<file path="config.mk">
export PLATFORM = sky130hd
export DESIGN_NAME = spec_ld_table
export DESIGN_NICKNAME = d
export VERILOG_FILES = /design/src/rtl/sltab_pkg.sv /design/src/rtl/sltab_entry.sv /design/src/rtl/sltab_victim.sv /design/src/rtl/spec_ld_table.sv
export SDC_FILE = /design/constraint.sdc
export NUM_CORES = 2
export LEC_CHECK = 0
export BUFFER_PORTS_ARGS = -buffer_cell sky130_fd_sc_hd__buf_2
export CELL_PAD_IN_SITES_DETAIL_PLACEMENT = 0
export CELL_PAD_IN_SITES_GLOBAL_PLACEMENT = 1
export CORE_ASPECT_RATIO = 0.7
export CORE_UTILIZATION = 40
export DETAILED_ROUTE_END_ITERATION = 16
export PLACE_DENSITY_LB_ADDON = 0.1
export SLEW_MARGIN = 25
export SYNTH_ARGS = -nofsm -noshare
export SYNTH_HDL_FRONTEND = slang
export SYNTH_SLANG_ARGS = --single-unit
export TNS_END_PERCENT = 1
</file>
<file path="constraint.sdc">
create_clock -name clk -period 3.3 [get_ports clk]
set_input_delay 0.33 -clock clk [delete_from_list [all_inputs] [get_ports clk]]
set_output_delay 0.33 -clock clk [all_outputs]
set_load 0.005 [all_outputs]
</file>
<file path="src/rtl/sltab_pkg.sv">
package sltab_pkg;
    localparam int unsigned WORD_BYTES = 8;
    localparam int unsigned OFF_W      = $clog2(WORD_BYTES);

    // Byte lanes touched inside one aligned word; lanes past the word end are dropped.
    function automatic logic [WORD_BYTES-1:0] lane_mask(
        input logic [OFF_W-1:0] off,
        input logic [1:0]       size
    );
        logic [WORD_BYTES-1:0]   fill;
        logic [2*WORD_BYTES-1:0] span;
        case (size)
            2'd0:    fill = WORD_BYTES'(8'h01);
            2'd1:    fill = WORD_BYTES'(8'h03);
            2'd2:    fill = WORD_BYTES'(8'h0F);
            default: fill = WORD_BYTES'(8'hFF);
        endcase
        span = {{WORD_BYTES{1'b0}}, fill} << off;
        return span[WORD_BYTES-1:0];
    endfunction
endpackage

</file>
<file path="src/rtl/sltab_entry.sv">
module sltab_entry #(
    parameter int unsigned REG_W  = 7,
    parameter int unsigned LINE_W = 29
) (
    input  logic                             clk,
    input  logic                             rst_n,
    input  logic                             wr_en,
    input  logic [REG_W-1:0]                 wr_tag,
    input  logic [LINE_W-1:0]                wr_line,
    input  logic [sltab_pkg::WORD_BYTES-1:0] wr_mask,
    input  logic                             kill,
    input  logic                             st_valid,
    input  logic [LINE_W-1:0]                st_line,
    input  logic [sltab_pkg::WORD_BYTES-1:0] st_mask,
    output logic                             valid_o,
    output logic [REG_W-1:0]                 tag_o,
    output logic                             st_conflict_o
);
    typedef struct packed {
        logic                             valid;
        logic [REG_W-1:0]                 tag;
        logic [LINE_W-1:0]                line;
        logic [sltab_pkg::WORD_BYTES-1:0] mask;
    } ent_t;

    ent_t ent_d, ent_q;
    logic new_conflict;

    always_comb begin
        st_conflict_o = ent_q.valid && st_valid && (ent_q.line == st_line)
                        && (|(ent_q.mask & st_mask));
        new_conflict  = st_valid && (wr_line == st_line) && (|(wr_mask & st_mask));
        ent_d = ent_q;
        if (wr_en) begin
            ent_d.valid = !new_conflict;
            ent_d.tag   = wr_tag;
            ent_d.line  = wr_line;
            ent_d.mask  = wr_mask;
        end else if (kill || st_conflict_o) begin
            ent_d.valid = 1'b0;
        end
    end

    always_ff @(posedge clk) begin
        if (!rst_n) ent_q <= '0;
        else        ent_q <= ent_d;
    end

    assign valid_o = ent_q.valid;
    assign tag_o   = ent_q.tag;

    // an overlapping store with no write in the same cycle leaves the entry empty
    a_r4_store_drops: assert property (@(posedge clk) disable iff (!rst_n)
        (st_conflict_o && !wr_en) |=> !valid_o);

    // a write paired with a store to another word always survives
    a_r9_write_survives: assert property (@(posedge clk) disable iff (!rst_n)
        (wr_en && st_valid && (st_line != wr_line)) |=> valid_o);

    // the slot comes out of reset empty
    a_r1_reset_empty: assert property (@(posedge clk)
        $rose(rst_n) |-> !valid_o);
endmodule

</file>
<file path="src/rtl/sltab_victim.sv">
module sltab_victim #(
    parameter int unsigned ENTRIES = 16
) (
    input  logic               clk,
    input  logic               rst_n,
    input  logic               alloc,
    input  logic [ENTRIES-1:0] valid_i,
    input  logic [ENTRIES-1:0] same_reg_i,
    output logic [ENTRIES-1:0] sel_o
);
    localparam int unsigned PTR_W = (ENTRIES > 1) ? $clog2(ENTRIES) : 1;
    localparam logic [PTR_W-1:0] PTR_LAST = PTR_W'(ENTRIES - 1);

    typedef struct packed {
        logic [PTR_W-1:0] ptr;
    } vic_t;

    vic_t vic_d, vic_q;
    logic found;
    logic evict;

    always_comb begin
        sel_o = '0;
        found = 1'b0;
        evict = 1'b0;
        vic_d = vic_q;
        if (|same_reg_i) begin
            sel_o = same_reg_i;
        end else begin
            for (int i = 0; i < int'(ENTRIES); i++) begin
                if (!valid_i[i] && !found) begin
                    sel_o[i] = 1'b1;
                    found    = 1'b1;
                end
            end
            if (!found) begin
                sel_o[vic_q.ptr] = 1'b1;
                evict            = alloc;
            end
        end
        if (evict) begin
            vic_d.ptr = (vic_q.ptr == PTR_LAST) ? '0 : vic_q.ptr + 1'b1;
        end
    end

    always_ff @(posedge clk) begin
        if (!rst_n) vic_q <= '0;
        else        vic_q <= vic_d;
    end

    // a replacement always moves the pointer on
    a_r10_ptr_advances: assert property (@(posedge clk) disable iff (!rst_n)
        (alloc && (&valid_i) && !(|same_reg_i)) |=> (vic_q.ptr != $past(vic_q.ptr)) || (ENTRIES == 1));

    // taking a free slot leaves the pointer where it was
    a_r11_ptr_holds: assert property (@(posedge clk) disable iff (!rst_n)
        (!(&valid_i)) |=> $stable(vic_q.ptr));

    // exactly one slot is chosen for each allocation
    a_r11_one_slot: assert property (@(posedge clk) disable iff (!rst_n)
        alloc |-> $onehot(sel_o));
endmodule

</file>
<file path="src/rtl/spec_ld_table.sv">
module spec_ld_table #(
    parameter int unsigned ENTRIES = 16,
    parameter int unsigned REG_W   = 7,
    parameter int unsigned ADDR_W  = 32
) (
    input  logic              clk,
    input  logic              rst_n,
    input  logic              ins_valid,
    input  logic              ins_defer,
    input  logic [REG_W-1:0]  ins_reg,
    input  logic [ADDR_W-1:0] ins_addr,
    input  logic [1:0]        ins_size,
    input  logic              st_valid,
    input  logic [ADDR_W-1:0] st_addr,
    input  logic [1:0]        st_size,
    input  logic              chk_valid,
    input  logic              chk_clear,
    input  logic [REG_W-1:0]  chk_reg,
    output logic              chk_hit
);
    import sltab_pkg::*;

    localparam int unsigned LINE_W = ADDR_W - OFF_W;

    logic [ENTRIES-1:0]    valid_v;
    logic [ENTRIES-1:0]    st_hit_v;
    logic [ENTRIES-1:0]    chk_match;
    logic [ENTRIES-1:0]    ins_match;
    logic [ENTRIES-1:0]    kill_v;
    logic [ENTRIES-1:0]    wr_v;
    logic [ENTRIES-1:0]    sel_v;
    logic [REG_W-1:0]      tag_v [ENTRIES];
    logic [LINE_W-1:0]     ins_line;
    logic [LINE_W-1:0]     st_line;
    logic [WORD_BYTES-1:0] ins_mask;
    logic [WORD_BYTES-1:0] st_mask;
    logic                  alloc;

    always_comb begin
        ins_line = ins_addr[ADDR_W-1:OFF_W];
        st_line  = st_addr[ADDR_W-1:OFF_W];
        ins_mask = lane_mask(ins_addr[OFF_W-1:0], ins_size);
        st_mask  = lane_mask(st_addr[OFF_W-1:0], st_size);
        alloc    = ins_valid && !ins_defer;
        wr_v     = alloc ? sel_v : '0;
        kill_v   = ((chk_valid && chk_clear) ? chk_match : '0)
                 | ((ins_valid && ins_defer) ? ins_match : '0);
    end

    for (genvar g = 0; g < int'(ENTRIES); g++) begin : g_slot
        sltab_entry #(.REG_W(REG_W), .LINE_W(LINE_W)) i_entry (
            .clk          (clk),
            .rst_n        (rst_n),
            .wr_en        (wr_v[g]),
            .wr_tag       (ins_reg),
            .wr_line      (ins_line),
            .wr_mask      (ins_mask),
            .kill         (kill_v[g]),
            .st_valid     (st_valid),
            .st_line      (st_line),
            .st_mask      (st_mask),
            .valid_o      (valid_v[g]),
            .tag_o        (tag_v[g]),
            .st_conflict_o(st_hit_v[g])
        );
        assign chk_match[g] = valid_v[g] && (tag_v[g] == chk_reg);
        assign ins_match[g] = valid_v[g] && (tag_v[g] == ins_reg);
    end

    sltab_victim #(.ENTRIES(ENTRIES)) i_victim (
        .clk       (clk),
        .rst_n     (rst_n),
        .alloc     (alloc),
        .valid_i   (valid_v),
        .same_reg_i(ins_match),
        .sel_o     (sel_v)
    );

    assign chk_hit = chk_valid && (|chk_match);

    // a register never owns more than one live entry
    a_r8_unique_reg: assert property (@(posedge clk) disable iff (!rst_n)
        chk_valid |-> $onehot0(chk_match));

    // a clearing check leaves no live entry for its register
    a_r6_clear_removes: assert property (@(posedge clk) disable iff (!rst_n)
        (chk_valid && chk_clear && !ins_valid) |=> ((valid_v & $past(chk_match)) == '0));

    // a deferred insert leaves no live entry for its register
    a_r7_defer_empty: assert property (@(posedge clk) disable iff (!rst_n)
        (ins_valid && ins_defer) |=> ((valid_v & $past(ins_match)) == '0));

    // overlapping slots are gone after a store that came with no insert
    a_r4_store_clears: assert property (@(posedge clk) disable iff (!rst_n)
        (st_valid && !ins_valid) |=> ((valid_v & $past(st_hit_v)) == '0));
endmodule

</file>
==> flow_summary.json <==
{
  "drt-total-wl_um": 139800,
  "ys_top_cells_by_area": "dfxtp_1, mux2i_1, xnor2_1, nand2_1, xor2_1",
  "critPathLaunchType": "register",
  "cp_max_fo": 6,
  "yosysWarnings": 0,
  "dieHeight_um": 254.4,
  "skew_ps": 18.54,
  "fin_area_mm2": 0.04173,
  "clkSinkCount": 724,
  "syn_area_mm2": 0.03641,
  "synth.area.mux_share_pct": 19.85,
  "max_slew_margin_pct": 37.90,
  "top_layer": "met5",
  "synth_fp_nets": 3932,
  "synth_fa_ha_area_share_pct": 0.1374,
  "ys_ff_latch": 724,
  "grt_overflow_total": 0,
  "synth_area_leader_cell": "dfxtp_1",
  "synthXorXnorAreaFrac_pct": 17.01,
  "dr.pass1.iters": 6,
  "hold_path.class": "in -> reg",
  "port_buffers": 89,
  "grt_pass1_vias": 27930,
  "yosysSeqAreaShare_pct": 39.80,
  "final_nets": 4015,
  "fin_ws_ps": 342.8,
  "fp.dieArea_mm2": 0.09226,
  "cts_hold_buf": 0,
  "die_x_um": 362.6,
  "viasPerCell": 5.535,
  "num-fill-cells": 8491,
  "cts_resized": 0,
  "outcome": "completed",
  "final_util_pct": 46.30,
  "drive_above_1_share_pct": 12.07,
  "powerDensity_mw_per_mm2": 471.7,
  "fp.coreArea_mm2": 0.09013,
  "syn_to_final_growth_pct": 14.60,
  "synth_top_family_by_area": "multiplexers",
  "finalNonFillerCells": 5200,
  "period_share_pct": 89.61,
  "htreeDepth": 3,
  "synthMostInstantiatedCell": "nand2_1",
  "slew_viol_final": 0,
  "placementRows": 92,
  "setup_viol": 0,
  "ios": 90,
  "antenna_found_initial": 6,
  "synth_top_cells_by_count": "nand2_1, dfxtp_1, mux2i_1",
  "fin_setup_tns_ps": 0,
  "wl_per_cell_um": 26.89,
  "wl_met1_um": 70110,
  "clk_latency_ps": 670,
  "drv_cap": 0,
  "start_util_pct": 40.40,
  "met3WireLength_um": 9126,
  "cts_buffer_depth": 3,
  "synthDominantCellAreaShare_pct": 39.80,
  "hold_viol_final": 0,
  "synth-compound-area-share_pct": 3.484,
  "vias": 28783,
  "ir_drop_mv": 0.3494,
  "gp_routability_congestion": 0.8956,
  "leakage_nw": 19.29,
  "cp.required_ps": 2970,
  "dr.first_iter.drc_count": 2772,
  "worstPathArrival_ps": 2630,
  "syn_inst": 3839,
  "cts-buffers-inserted": 78,
  "critPathKind": "reg -> out",
  "grt_max_degree": 151,
  "synth.distinct_cells": 65,
  "synth_edf_count": 0,
  "cts_root_buf": "clkbuf_16",
  "synthArstFlopShare_pct": 0,
  "place_area_mm2": 0.03920,
  "min_period_ps": 2957,
  "tightest_slew_ps": 929.3,
  "track_usage_pct": 29.87,
  "dp.cells": 5064,
  "post_cts_buffers": 0,
  "synthSimpleGateAreaFrac_pct": 14.32,
  "wl_met2_um": 57860,
  "hpwl_um": 93320,
  "avgSynthCellArea_um2": 9.485,
  "drc": 0,
  "endpoint_kind": "primary output",
  "rsz0062_at_grt": "false",
  "dpl_worst_slack_ps": 294.5,
  "path_clk_slew_ps": 60,
  "grt_pass1_wl_um": 199600,
  "drtAntennaViolNets": 0,
  "synth_top_flop_cell": "dfxtp_1",
  "fmax_mhz": 338.2,
  "cts_tree": "done"
}
through the flow:
| stage | power (mW) | hold WS, ps |
|---|---|---|
| finish | 19.68 | 153.7 |
| CTS | 19.83 | 122.6 |
| global placement | 10.90 | 441.4 |
| floorplan | 10.03 | 434.1 |
| detailed placement | 10.91 | 449.1 |
| global route | 20.27 | 139.0 |
placed cells by master, fill, tap and decap left out, types with 4 or more instances in the layout:
master / instances
a41oi_1: 7
a41o_1: 4
nor3_1: 13
clkbuf_16: 81
clkinv_2: 8
nor4_1: 93
dfxtp_1: 724
a22oi_1: 44
nand2_1: 790
nand4b_1: 7
xor2_1: 308
or4_1: 14
mux2i_1: 722
nor2_1: 43
a222oi_1: 18
buf_4: 196
xnor2_1: 399
and4_1: 4
o21ai_0: 14
buf_12: 48
nand2b_1: 6
o22ai_1: 11
clkbuf_8: 17
a31oi_4: 9
a21oi_1: 12
clkbuf_1: 20
nand3_1: 13
a21o_1: 7
ha_1: 4
buf_2: 88
nand4_1: 156
inv_1: 24
flip-flops by register name (all words and copies together), names as in the netlist:
name                    count
g_slot.i_entry.ent_q      592
i_victim.vic_q              4
g_slot.i_entry.valid_o     16
g_slot.i_entry.tag_o      112
layer usage:
| layer | vias to the layer above | global-route usage (%) |
|---|---|---|
| met5 | - | 0 |
| met4 | 2 | 6.739 |
| met3 | 165 | 4.744 |
| met2 | 929 | 43.37 |
| met1 | 14498 | 45.61 |
| li1 | 13189 | - |
worst max-delay path, stage by stage, from the launching register on:
cell and delay [ps]:
dfxtp_1 670, buf_4 260, nand4_1 80, nor2_1 340
nor4_1 110, a41oi_1 320, buf_2 170
cell families after synthesis:
kind of cell               count (synthesis)
and+or+nand+nor                         1161
DFF                                      724
muxes                                    722
xor gates and xnor gates                 707
buffers and inverters                    354
AOI/OAI and AO/OA                        167
adders and majority gates                  4
report_power, final:
group	internal [mW]	switching, mW	leakage, nW
clock network	5.12	3.81	1.24
registers	8.78	0.0373	5.83
logic	0.604	1.33	12.2
total	14.5	5.17	19.3
path summary, 6_finish.rpt:
| path | start | to | slack, ps | cells past startpoint |
|---|---|---|---|---|
| min reg2reg | g_slot[14].i_entry.ent_q[23] | g_slot[14].i_entry.ent_q[23] | 460 | 2 |
| max reg2reg | g_slot[5].i_entry.valid_o | g_slot[15].i_entry.ent_q[3] | 440 | 8 |
| min | ins_addr[23] | g_slot[8].i_entry.ent_q[28] | 150 | 3 |
| max | g_slot[5].i_entry.valid_o | chk_hit | 340 | 6 |
cell type report:
| class | instances | area [um2] | area share [%] |
|---|---|---|---|
| Sequential cell | 724 | 14490 | 34.73 |
| Multi-Input combinational cell | 2761 | 20200 | 48.40 |
| Inverter | 24 | 90.09 | 0.2159 |
| Clock buffer | 118 | 2336 | 5.598 |
| Clock inverter | 17 | 191.4 | 0.4588 |
| Timing Repair Buffer | 333 | 2888 | 6.921 |
| Tap cell | 1222 | 1529 | 3.664 |
| Antenna cell | 1 | 2.502 | 0.005997 |
(Power assumes the default switching activity.)
